`src/rtl/spi_irq_pkg.sv`:
```
package spi_irq_pkg;

    localparam int ADDR_W  = 8;
    localparam int DATA_W  = 32;
    localparam int NUM_EVT = 7;
    localparam int GLB_BIT = 31;

    localparam logic [ADDR_W-1:0] OFF_GLB = 8'h1C;
    localparam logic [ADDR_W-1:0] OFF_STS = 8'h20;
    localparam logic [ADDR_W-1:0] OFF_ENA = 8'h28;
    localparam logic [ADDR_W-1:0] OFF_RST = 8'h40;

    localparam logic [DATA_W-1:0] RST_KEY = 32'h0000_000A;

    typedef enum logic [2:0] {
        SEL_NONE,
        SEL_GLB,
        SEL_STS,
        SEL_ENA,
        SEL_RST
    } reg_sel_e;

    typedef struct packed {
        logic glb;
        logic sts;
        logic ena;
        logic rst;
    } wr_strobe_t;

    function automatic reg_sel_e decode_offset(input logic [ADDR_W-1:0] a);
        reg_sel_e s;
        case (a)
            OFF_GLB: s = SEL_GLB;
            OFF_STS: s = SEL_STS;
            OFF_ENA: s = SEL_ENA;
            OFF_RST: s = SEL_RST;
            default: s = SEL_NONE;
        endcase
        return s;
    endfunction

endpackage

```
`src/rtl/irq_reg_decode.sv`:
```
module irq_reg_decode
    import spi_irq_pkg::*;
(
    input  logic [ADDR_W-1:0]  reg_addr,
    input  logic               reg_wr,
    input  logic [NUM_EVT-1:0] sts_i,
    input  logic [NUM_EVT-1:0] ena_i,
    input  logic               glb_i,
    output wr_strobe_t         strobe_o,
    output logic [DATA_W-1:0]  rdata_o
);

    reg_sel_e sel;

    always_comb begin
        sel = decode_offset(reg_addr);

        strobe_o     = '0;
        strobe_o.glb = reg_wr && (sel == SEL_GLB);
        strobe_o.sts = reg_wr && (sel == SEL_STS);
        strobe_o.ena = reg_wr && (sel == SEL_ENA);
        strobe_o.rst = reg_wr && (sel == SEL_RST);

        rdata_o = '0;
        case (sel)
            SEL_GLB: rdata_o[GLB_BIT] = glb_i;
            SEL_STS: rdata_o[NUM_EVT-1:0] = sts_i;
            SEL_ENA: rdata_o[NUM_EVT-1:0] = ena_i;
            default: rdata_o = '0;
        endcase
    end

endmodule

```
`src/rtl/irq_status_latch.sv`:
```
module irq_status_latch #(
    parameter int N = 7
) (
    input  logic         clk,
    input  logic         rst,
    input  logic [N-1:0] evt_i,
    input  logic [N-1:0] clr_mask_i,
    input  logic         soft_clr_i,
    output logic [N-1:0] sts_o
);

    logic [N-1:0] evt_q;
    logic [N-1:0] rise;

    always_ff @(posedge clk) begin
        if (rst) evt_q <= '0;
        else     evt_q <= evt_i;
    end

    assign rise = evt_i & ~evt_q;

    for (genvar i = 0; i < N; i++) begin : g_bit
        always_ff @(posedge clk) begin
            if (rst)                sts_o[i] <= 1'b0;
            else if (soft_clr_i)    sts_o[i] <= 1'b0;
            else if (rise[i])       sts_o[i] <= 1'b1;
            else if (clr_mask_i[i]) sts_o[i] <= 1'b0;
        end
    end

    AST_EDGE_LATCHES: assert property (@(posedge clk) disable iff (rst)
        ((rise != '0) && !soft_clr_i) |=> ((sts_o & $past(rise)) == $past(rise)));

    AST_CLEAR_NEEDS_WRITE: assert property (@(posedge clk) disable iff (rst)
        ((~sts_o & $past(sts_o)) != '0) |-> ($past(clr_mask_i) != '0 || $past(soft_clr_i)));

endmodule

```
`src/rtl/irq_soft_reset.sv`:
```
module irq_soft_reset
    import spi_irq_pkg::*;
#(
    parameter int PULSE_CYCLES = 4
) (
    input  logic              clk,
    input  logic              rst,
    input  logic              wr_rst_i,
    input  logic [DATA_W-1:0] wdata_i,
    output logic              key_hit_o,
    output logic              core_rst_o
);

    localparam int CW = $clog2(PULSE_CYCLES + 1);

    logic [CW-1:0] cnt_q;

    assign key_hit_o = wr_rst_i && (wdata_i == RST_KEY);

    always_ff @(posedge clk) begin
        if (rst)                cnt_q <= '0;
        else if (key_hit_o)     cnt_q <= CW'(PULSE_CYCLES);
        else if (cnt_q != '0)   cnt_q <= cnt_q - 1'b1;
    end

    assign core_rst_o = (cnt_q != '0);

    AST_PULSE_ONLY_ON_KEY: assert property (@(posedge clk) disable iff (rst)
        $rose(core_rst_o) |-> $past(key_hit_o));

    AST_KEY_STARTS_PULSE: assert property (@(posedge clk) disable iff (rst)
        key_hit_o |=> core_rst_o);

endmodule

```
`src/rtl/spi_irq_unit.sv`:
```
module spi_irq_unit
    import spi_irq_pkg::*;
#(
    parameter int PULSE_CYCLES = 4
) (
    input  logic               clk,
    input  logic               rst,
    input  logic [NUM_EVT-1:0] evt_i,
    input  logic [ADDR_W-1:0]  reg_addr,
    input  logic               reg_wr,
    input  logic [DATA_W-1:0]  reg_wdata,
    output logic [DATA_W-1:0]  reg_rdata,
    output logic               irq_o,
    output logic               core_rst_o
);

    wr_strobe_t         strobe;
    logic [NUM_EVT-1:0] sts;
    logic [NUM_EVT-1:0] ena_q;
    logic               glb_q;
    logic [NUM_EVT-1:0] clr_mask;
    logic               soft_clr;

    irq_reg_decode u_decode (
        .reg_addr (reg_addr),
        .reg_wr   (reg_wr),
        .sts_i    (sts),
        .ena_i    (ena_q),
        .glb_i    (glb_q),
        .strobe_o (strobe),
        .rdata_o  (reg_rdata)
    );

    assign clr_mask = strobe.sts ? reg_wdata[NUM_EVT-1:0] : '0;

    irq_status_latch #(.N(NUM_EVT)) u_status (
        .clk        (clk),
        .rst        (rst),
        .evt_i      (evt_i),
        .clr_mask_i (clr_mask),
        .soft_clr_i (soft_clr),
        .sts_o      (sts)
    );

    irq_soft_reset #(.PULSE_CYCLES(PULSE_CYCLES)) u_softrst (
        .clk        (clk),
        .rst        (rst),
        .wr_rst_i   (strobe.rst),
        .wdata_i    (reg_wdata),
        .key_hit_o  (soft_clr),
        .core_rst_o (core_rst_o)
    );

    always_ff @(posedge clk) begin
        if (rst || soft_clr) begin
            ena_q <= '0;
            glb_q <= 1'b0;
        end else begin
            if (strobe.ena) ena_q <= reg_wdata[NUM_EVT-1:0];
            if (strobe.glb) glb_q <= reg_wdata[GLB_BIT];
        end
    end

    assign irq_o = glb_q && ((sts & ena_q) != '0);

    AST_IRQ_QUIET_AFTER_KEY: assert property (@(posedge clk) disable iff (rst)
        $past(soft_clr) |-> !irq_o);

    AST_ENA_HOLDS: assert property (@(posedge clk) disable iff (rst)
        (!$past(strobe.ena) && !$past(soft_clr)) |-> $stable(ena_q));

    AST_GLB_HOLDS: assert property (@(posedge clk) disable iff (rst)
        (!$past(strobe.glb) && !$past(soft_clr)) |-> $stable(glb_q));

endmodule

```
`config.mk`:
```
export PLATFORM = sky130hd
export DESIGN_NAME = spi_irq_unit
export DESIGN_NICKNAME = d
export VERILOG_FILES = /design/src/rtl/spi_irq_pkg.sv /design/src/rtl/irq_reg_decode.sv /design/src/rtl/irq_status_latch.sv /design/src/rtl/irq_soft_reset.sv /design/src/rtl/spi_irq_unit.sv
export SDC_FILE = /design/constraint.sdc
export NUM_CORES = 1
export LEC_CHECK = 0
export ABC_AREA = 1
export ABC_CLOCK_PERIOD_IN_PS = 1700
export BUFFER_PORTS_ARGS = -buffer_cell sky130_fd_sc_hd__buf_4
export CORE_ASPECT_RATIO = 1.75
export CORE_MARGIN = 2
export CORE_UTILIZATION = 47
export DETAILED_ROUTE_END_ITERATION = 7
export PLACE_DENSITY = 0.76
export SLEW_MARGIN = 20
export SYNTH_ARGS = -nofsm -noshare
export SYNTH_HDL_FRONTEND = slang
export SYNTH_HIERARCHICAL = 1
export SYNTH_SLANG_ARGS = --single-unit
```
`constraint.sdc`:
```
create_clock -name clk -period 1.7 [get_ports clk]
set_input_delay 0.085 -clock clk [delete_from_list [all_inputs] [get_ports clk]]
set_output_delay 0.085 -clock clk [all_outputs]
set_load 0.01 [all_outputs]
```
# Yosys cells after proc, flatten, opt, wreduce, memory -nomap -nowiden

Cells that the tools add are included.

Word-level logic and storage cells: 63
Flip-flop bits (word level): 25
Bits of input ports: 50
Output and inout port bits: 34

Bitwise operators: 3
Reductions and logical operators: 18
Add/subtract/negate cells: 1
Multiplexer cells: 20
Equal/unequal tests: 9

Operators by type and width:

| operator                                                            | count |
|---|---|
| 32-bit by 4-bit == test with 1-bit output (second input constant)   | 1 |
| 8-bit by 6-bit == test with 1-bit output (second input constant)    | 2 |
| 2-bit nonzero test                                                  | 8 |
| 1-bit two-way mux                                                   | 15 |
| 7-bit bitwise AND                                                   | 2 |
| 7-bit case mux with 2 select lines                                  | 1 |
| 3-bit case mux with 4 select lines                                  | 1 |
| 8-bit by 5-bit == test with 1-bit output (second input constant)    | 1 |
| 8-bit by 7-bit == test with 1-bit output (second input constant)    | 1 |
| 7-bit two-way mux                                                   | 1 |
| 7-bit inverter                                                      | 1 |
| 7-bit nonzero test                                                  | 1 |
| 3-bit by 2-bit == test with 1-bit output (second input constant)    | 2 |
| 1-bit logical AND                                                   | 6 |
| 3-bit two-way mux                                                   | 2 |
| 3-bit by 1-bit == test with 1-bit output (second input constant)    | 1 |
| 3-bit == test (second input constant)                               | 1 |
| 3-bit nonzero test                                                  | 1 |
| 3-bit by 1-bit subtractor with 3-bit output (second input constant) | 1 |
| 2-bit OR reduction                                                  | 1 |
| 1-bit logical OR                                                    | 1 |

# Logic depth before layout (Yosys ltp)

Gate-level depths: netlist of run 1.

Depth in word-level cells: 7
Gate-level depth with buffers: 11

# By module

The synthesis of run 1 kept the hierarchy.

Modules (own cells, without submodules):

| module           | area each (sq um) | instances | cells each | seq. area each (sq um) |
|---|---|---|---|---|
| irq_status_latch | 543.0             | 1         | 67         | 280.3 |
| irq_reg_decode   | 464.2             | 1         | 87         | 0.0 |
| spi_irq_unit     | 425.4             | 1         | 65         | 160.2 |
| irq_soft_reset   | 411.6             | 1         | 74         | 60.1 |

# Worst setup path before layout of run 1

Ideal clock, no wire load.

Path kind: flip-flop to flip-flop
Start point: register u_softrst.cnt_q[0]
End point: register u_softrst.cnt_q[2]
Path buffers: 0
Setup time: 120 ps
Stages on the path, launching flop included: 6
Arrival time: 1076 ps
Setup slack: 504 ps
Clock period less this slack: 1196 ps
Required time: 1580 ps
Cells stage by stage: dfxtp_1 inv_1 ha_1 ha_1 o21ai_0 a21oi_2

Longest elaborated chain between the ends: 3

RTL lines:

| what                                        | line                 | RTL |
|---|---|---|
| start, declared                             | irq_soft_reset.sv:16 | `logic [CW-1:0] cnt_q;` |
| start signal, assigned                      | irq_soft_reset.sv:22 | `else if (key_hit_o) cnt_q <= CW'(PULSE_CYCLES);` |
| start signal, assigned                      | irq_soft_reset.sv:23 | `else if (cnt_q != '0) cnt_q <= cnt_q - 1'b1;` |
| 3-bit by 1-bit subtractor with 3-bit output | irq_soft_reset.sv:23 |  |
| 3-bit two-way mux                           | irq_soft_reset.sv:23 |  |
| 3-bit two-way mux                           | irq_soft_reset.sv:22 |  |

Parallel ways exist; a longest one is shown, timed or not. The select of a mux whose other input is x is not followed.
A chain may end at the register's enable or synchronous reset.

# Worst setup path in the final report of run 1

Start point: register u_softrst.cnt_q[0]
End point: output port core_rst_o

Longest elaborated chain between the ends: 1

RTL lines:

| what               | line                 | RTL |
|---|---|---|
| 3-bit nonzero test | irq_soft_reset.sv:26 | `assign core_rst_o = (cnt_q != '0);` |
| end, declared      | spi_irq_unit.sv:14   | `output logic core_rst_o` |

No other way between the ends.

==> impl_summary.log, run 1 <==
INFO  metric finalHoldViolCount = 0
INFO  metric critPathSlowestCell = dfxtp_1
INFO  metric setup_viol_count_final = 0
INFO  metric dpl.hpwl = roughly 3300 µm
INFO  metric highest_fanout_seen_on_the_critical_path = 6
INFO  metric final_cell_mix = 76 x nand2_1, 62 x inv_1, 61 x buf_4
INFO  metric finalInstanceArea = about 2300 µm²
INFO  metric postSynthCellCount = about 290
INFO  metric layout.cells.non_filler = roughly 400
INFO  metric grt_pass1_wl = 6470 µm
INFO  metric cts_htree_levels = 1
INFO  metric switching_portion_of_total_power = 31.7%
INFO  metric post_route_cells_drive_above_1_share = roughly 28%
INFO  metric grt.overflow.total = 0
INFO  metric startpoint_type = register
INFO  metric path_delay_family = adder cells
INFO  metric synth.avg_cell_area = 6.29 µm²
INFO  metric wire_per_inst = between 9 and 10 µm
INFO  metric yosys_register_bits = 25
INFO  metric postPlaceCellArea = 2240 µm²
INFO  metric yosys-top-cells-area = dfxtp_1 27%, nand2_1 15%, inv_1 13%
INFO  metric max_stage_delay = 0.35 ns
INFO  metric fin_worst_hold_slack = roughly 0.0085 ns
INFO  metric n_fill_cell = roughly 390
INFO  metric synth_top_area_share = ~27%
INFO  metric number_of_buffers_and_inverters_on_the_critical_path = 3
INFO  metric critPathRequiredTime = between 1.5 and 2 ns
INFO  metric routed_wirelength = between 3000 and 4000 µm
INFO  metric die-height = 86.9 µm
INFO  metric area_growth = 24.2%
INFO  metric post-route-period-util = about 80%
INFO  metric dpl.cell_count = approximately 400
INFO  metric vias = 1722
INFO  metric antenna_cells_inserted = 0
INFO  metric netlist-cell-type-count = 28
INFO  metric share_comb_of_total_power = 29.9%
INFO  metric p_clk_share = between 20% and 30%
INFO  metric status = finished, final reports clean
INFO  metric fin_skew = 0.00545 ns
INFO  metric path_cells = inv_1, ha_1, ha_1, inv_1, buf_4
INFO  metric slew_violations = 0
INFO  metric drt.antenna.violating_nets = 0
INFO  metric cts_post_setup_buffers_inserted = 0
INFO  metric ys_seq_area_share = a little over a quarter
INFO  metric ios = 84
INFO  metric cts.sinks = 25
INFO  metric hold_path.class = in2reg
INFO  metric gp_congestion = between 0.7 and 0.8
INFO  metric net-switching-power = 472 µW
INFO  metric drc = 0
INFO  metric multiInputGateArea = 965 µm²
INFO  metric via_per_inst = between 4 and 5
INFO  metric core-area = 3830 µm²
INFO  metric rsz0062_at_grt = no
INFO  metric grt.total_usage = between 10% and 20%
INFO  metric grt_pass1_vias = 1716
INFO  metric layout_commonest_cell = nand2_1
INFO  metric firstDrtPassIters = 4
INFO  metric synthDominantAreaCellType = dfxtp_1
INFO  metric cellLeakagePower = 0.00125 µW
INFO  metric worst_skew_pair.late_latency = approximately 0.28 ns
INFO  metric drt-initial-drc-count = 25
INFO  metric holdBufCountCts = 0
INFO  metric cts_tree = done
INFO  metric cts-root-to-sink-buffers = 2
INFO  metric seq_area = 500 µm²
INFO  metric fmax = just over 700 MHz
INFO  metric die_outline_area = about 4500 µm²
INFO  metric post_cts_resized = 0
INFO  metric yosysWarningCount = 6
INFO  metric worst_ep_arrival_time = ~1.3 ns
INFO  metric floorplan.die.width = 51.4 µm
INFO  metric sequentialPowerShare = 44.8%
INFO  metric maxCapViolCount = 0
INFO  metric tritoncts.num_buffers = 3
INFO  metric worst_setup_path_end_kind = primary output
INFO  metric max-vdd-ir-drop = approximately 0.62 mV
INFO  metric internal_power = between 1000 and 1500 µW
INFO  metric cts_root_buffer = clkbuf_8
INFO  metric row_count = 30
INFO  metric criticalPathCategory = reg2out
INFO  metric portBuffers = between 50 and 60
INFO  metric worst_setup_hold_path_clk_slew = about 0.090 ns
INFO  metric fin_nets = 408
INFO  metric power-per-cell-area = 651 nW/µm²
INFO  metric initial_core_utilization = around half
INFO  metric grt_max_degree = 17
INFO  metric antenna_found_initial = 0
INFO  metric tns = 0 ns
INFO  metric synth_area = between 1500 and 2000 µm²
INFO  metric min_period = ~1.4 ns
==> cells in the mapped netlist <==
cell type	instances
nor2_2	4
inv_2	3
nand2_8	1
dfxtp_1	25
nand3_2	2
buf_6	2
nand2_1	76
nand4_1	6
ha_1	3
inv_6	1
nor2_1	40
a21oi_1	3
buf_4	24
xor2_1	1
o21ai_0	1
inv_1	62
buf_2	1
nor2_4	1
nor2_8	1
clkinv_2	1
or2_1	1
a21oi_2	15
conb_1	1
nor3_1	1
nand2_2	5
nand3_1	9
nor4_1	2
nand3b_1	1
==> tightest hold or removal path, delay by kind of cell <==
family	cells	cell delay, ns
buf+inv	2	0.11
simple gates	1	0.06
==> power groups by stage <==
stage / sequential [µW] / combinational, µW / clock (µW)
3_5_place_dp: 683 / 452 / 0
6_report: 668 / 446 / 377
4_1_cts: 669 / 453 / 389
5_1_grt: 674 / 512 / 412
2_1_floorplan: 674 / 326 / 0
3_3_place_gp: 679 / 436 / 0
==> through the flow <==
| step | utilization [%] | worst slack (ns) | total power (µW) |
|---|---|---|---|
| 2_1_floorplan | - | 0.504 | 1000 |
| 3_3_place_gp | 58.5 | 0.252 | 1120 |
| 3_5_place_dp | 58.5 | 0.230 | 1130 |
| 4_1_cts | 59.8 | 0.279 | 1510 |
| 5_1_grt | 59.8 | 0.196 | 1600 |
| 6_report | 59.8 | 0.302 | 1490 |
==> state kept, by name, summed over array words and instances, names as in the netlist <==
signal,count
ena_q,7
glb_q,1
u_softrst/cnt_q,3
u_status/evt_q,7
u_status/sts_o,7
==> path summary, 6_finish.rpt <==
kind                                         start                 end  slack [ns]  cells after the start
worst max-delay path            u_softrst/cnt_q[0]          core_rst_o        0.30                      5
worst min-delay path                      evt_i[2]   u_status/evt_q[2]       0.008                      3
worst max register to register  u_softrst/cnt_q[0]  u_softrst/cnt_q[2]        0.39                      5
worst min register to register   u_status/evt_q[5]   u_status/sts_o[5]        0.49                      3
==> metal layers <==
metal  share of wire, %  wire length, µm  GRT usage, %  vias to the layer above
li1                   -                -             -                      935
met1                 36             1320          17.4                      722
met2                 56             2080          37.0                       52
met3                4.7              174          2.06                       13
met4                3.6              135          10.0                        0
met5                  0                0             0                        -
==> layout make-up <==
type	instances	area share (%)
Sequential cell	25	21.8
Tap cell	48	2.62
Inverter	67	11.3
Multi-Input combinational cell	197	42.1
Clock buffer	3	1.80
Timing Repair Buffer	61	20.0
Clock inverter	1	0.382
==> logic make-up after synthesis <==
group	synth area share (%)
AND/OR/NAND/NOR	36.7
buffers and inverters	25.2
flip-flops	27.1
AO/OA/AOI/OAI	8.21
adder cells (fa/ha/maj)	2.04
XOR/XNOR	0.475
other	0.203
Power figures use the tool's default switching activity.
==> inputs of run 2 (changes only) <==
--- a/config.mk
+++ b/config.mk
@@ -6,7 +6,7 @@
 export NUM_CORES = 1
 export LEC_CHECK = 0
 export ABC_AREA = 1
-export ABC_CLOCK_PERIOD_IN_PS = 1700
+export ABC_CLOCK_PERIOD_IN_PS = 1400
 export BUFFER_PORTS_ARGS = -buffer_cell sky130_fd_sc_hd__buf_4
 export CORE_ASPECT_RATIO = 1.75
 export CORE_MARGIN = 2
==> constraint.sdc (replaced) <==
create_clock -name clk -period 1.4 [get_ports clk]
set_input_delay 0.07 -clock clk [delete_from_list [all_inputs] [get_ports clk]]
set_output_delay 0.07 -clock clk [all_outputs]
set_load 0.01 [all_outputs]
==> run 2 against run 1 <==
  * Count of clock-buffer cells in the layout unchanged
  * Cell count increased by 2.0%
  * Critical path depth unchanged
  * Worst hold slack improved by 0.0027 ns
  * Non-clock buffer count increased by 8
  * Clock power increased by 12%
  * Global-route usage decreased by 1.4 points
  * Sequential cell count unchanged
  * Critical path type unchanged
  * Final area increased by 3.2%
  * Sequential power increased by 22%
==> impl_summary.log, run 2 (synthesized netlist as in run 1, its figures left out) <==
INFO  metric cts_post_setup_buffers_inserted = 0 (unchanged)
INFO  metric routed_wirelength = 3670 µm (-1.1%)
INFO  metric initial_core_utilization = 48.2% (unchanged)
INFO  metric ios = 84 (unchanged)
INFO  metric tritoncts.num_buffers = 3 (unchanged)
INFO  metric setup_viol_count_final = 0 (unchanged)
INFO  metric layout.cells.non_filler = 410 (+2.0%)
INFO  metric antenna_cells_inserted = 0 (unchanged)
INFO  metric hold_path.class = in2reg
INFO  metric worst_slack = 0.0824 ns (-0.220 ns)
INFO  metric dpl.hpwl = 3170 µm (-3.7%)
INFO  metric maxCapViolCount = 0 (unchanged)
INFO  metric max-vdd-ir-drop = 0.773 mV (+24%)
INFO  metric dpl.cell_count = 406 (+2.0%)
INFO  metric drt-initial-drc-count = 32 (+28%)
INFO  metric cellLeakagePower = 0.00129 µW (+3.2%)
INFO  metric status = finished, final reports clean
INFO  metric row_count = 30 (unchanged)
INFO  metric startpoint_type = register
INFO  metric report.power.total = 1800 µW (+21%)
INFO  metric top_regs = ena_q (7), u_status/evt_q (7), u_status/sts_o (7)
INFO  metric r2r_slack = 0.19 ns (-0.20 ns)
INFO  metric worst_skew_pair.late_latency = 0.26 ns (-0.02 ns)
INFO  metric firstDrtPassIters = 4 (unchanged)
INFO  metric final_cell_mix = 76 x nand2_1, 68 x buf_4, 62 x inv_1
INFO  metric max_stage_delay = 0.35 ns (about the same)
INFO  metric fin_skew = 0.00386 ns (-0.00159 ns)
INFO  metric grt.total_usage = 17.1% (-1.4 points)
INFO  metric cts_tree = done
INFO  metric grt_max_degree = 16 (-1)
INFO  metric post-route-period-util = a little over nine tenths
INFO  metric path_cells = inv_1, ha_1, ha_2, inv_1, buf_4
INFO  metric grt_pass1_wl = 6000 µm (-7.3%)
INFO  metric worst_setup_hold_path_clk_slew = 0.09 ns (about the same)
INFO  metric min_from = evt_i[6]
INFO  metric worst_setup_path_end_kind = primary output
INFO  metric worst_hold_path.num_cells = 3 (unchanged)
INFO  metric area_growth = 28.2%
INFO  metric drt.antenna.violating_nets = 0 (unchanged)
INFO  metric portBuffers = 59 (unchanged)
INFO  metric path_delay_family = adder cells
INFO  metric r2r_end = u_softrst/cnt_q[2]
INFO  metric min_period = about 1.3 ns
INFO  metric postPlaceCellArea = 2310 µm² (+3.2%)
INFO  metric n_fill_cell = 370 (-4.9%)
INFO  metric worst-r2r-cell-count = 5 (unchanged)
INFO  metric post_route_cells_drive_above_1_share = 29.8% (+1.9 points)
INFO  metric layout_commonest_cell = nand2_1
INFO  metric critPathSlowestCell = dfxtp_1
INFO  metric cts-root-to-sink-buffers = 2 (unchanged)
INFO  metric via_per_inst = 4.26 (-0.47%)
INFO  metric wire_per_inst = 8.95 µm (-3.1%)
INFO  metric cts.sinks = 25 (unchanged)
INFO  metric rsz0062_at_grt = no
INFO  metric timing.rr.start = u_softrst/cnt_q[0]
INFO  metric core-area = 3830 µm² (unchanged)
INFO  metric fin_nets = 416 (+2.0%)
INFO  metric power-per-cell-area = 761 nW/µm² (+17%)
INFO  metric slew_violations = 0 (unchanged)
INFO  metric gp_congestion = 0.777 (+2.5%)
INFO  metric cts_root_buffer = clkbuf_8
INFO  metric vias = 1748 (+1.5%)
INFO  metric highest_fanout_seen_on_the_critical_path = 6 (unchanged)
INFO  metric finalInstanceArea = 2360 µm² (+3.2%)
INFO  metric min_delay_worst_endpoint = u_status/evt_q[6]
INFO  metric worst_ep_arrival_time = 1.25 ns (-0.06 ns)
INFO  metric die-height = 86.9 µm (unchanged)
INFO  metric critPathRequiredTime = 1.33 ns (-0.29 ns)
INFO  metric fmax = roughly 760 MHz
INFO  metric floorplan.die.width = 51.4 µm (unchanged)
INFO  metric die_outline_area = 4460 µm² (unchanged)
INFO  metric number_of_buffers_and_inverters_on_the_critical_path = 3 (unchanged)
INFO  metric pre_cts_ws = -0.0137 ns (-0.243 ns)
INFO  metric antenna_found_initial = 0 (unchanged)
INFO  metric criticalPathCategory = reg2out
INFO  metric cp_common_cell = inv_1
INFO  metric cts_htree_levels = 1 (unchanged)
INFO  metric drc = 0 (unchanged)
INFO  metric grt_pass1_vias = 1556 (-9.3%)
INFO  metric finalHoldViolCount = 0 (unchanged)
INFO  metric grt.overflow.total = 0 (unchanged)
-- run 2: cell count changes in the layout (fill, tap and decap cells not counted), sizes merged --
cell / previous run / this run
buf: 61 / 69
clkinvlp: 0 / 1
inv: 67 / 66
-- run 2: how the worst max path moves through the flow --
| stage | from | to | slack (ns) | cells after the start |
|---|---|---|---|---|
| after floorplan | u_softrst/cnt_q[0] | u_softrst/cnt_q[2] | 0.20 | 5 |
| after global placement | reg_addr[4] | glb_q | 0.003 | 11 |
| after detailed placement | reg_addr[4] | glb_q | -0.01 | 11 |
| after CTS | u_softrst/cnt_q[0] | core_rst_o | 0.06 | 5 |
| after global routing | u_softrst/cnt_q[0] | core_rst_o | 0.02 | 5 |
| final | u_softrst/cnt_q[0] | core_rst_o | 0.08 | 5 |
-- run 2: area by class of cell --
cell class / count / area, µm² / share of cell area (%)
well taps: 48 / 60.1 / 2.54
repair buffers: 69 / 531 / 22.4
clock buffers: 3 / 41.3 / 1.75
inverters: 67 / 258 / 10.9
flip-flops and latches: 25 / 500 / 21.2
multi-input cells: 197 / 967 / 40.9
clock inverters: 1 / 7.51 / 0.317
-- run 2: routing by layer --
| layer | vias to the layer above | wire length [µm] | track usage (%) |
|---|---|---|---|
| met5 | - | 0 | 0 |
| met1 | 743 | 1360 | 17.1 |
| met4 | 0 | 76 | 6.22 |
| met3 | 8 | 160 | 1.89 |
| met2 | 47 | 2080 | 34.6 |
| li1 | 950 | - | - |
-- run 2: power by group --
| group | switching [µW] | leakage [µW] | internal, µW |
|---|---|---|---|
| logic | 294 | 0.00106 | 271 |
| clock network | 221 | 0.0000217 | 201 |
| registers | 36.6 | 0.000206 | 775 |
| total | 552 | 0.00129 | 1250 |
-- run 2: what timing repair did --
| item | 4_1_cts | 5_1_grt |
|---|---|---|
| hold buffers | 0 | 0 |
| endpoints found under the setup margin | 1 | 0 |
| resized for setup | 1 | 0 |
-- run 2: worst register-to-register path, delay by kind of cell (launching register included) --
kind,cells,cell delay [ns]
buffers and inverters,1,0.05
adders and majority gates,2,0.41
DFF,1,0.35
AOI/OAI and AO/OA,2,0.30
-- run 2: per-stage QoR --
stage               hold slack (ns)  TNS (ns)  util (%)
CTS                         0.00839         0      61.8
finish                       0.0112         0      61.8
global placement              0.281         0      60.4
floorplan                     0.132         0         -
global route                0.00784         0      61.8
detailed placement            0.289   -0.0601      60.4
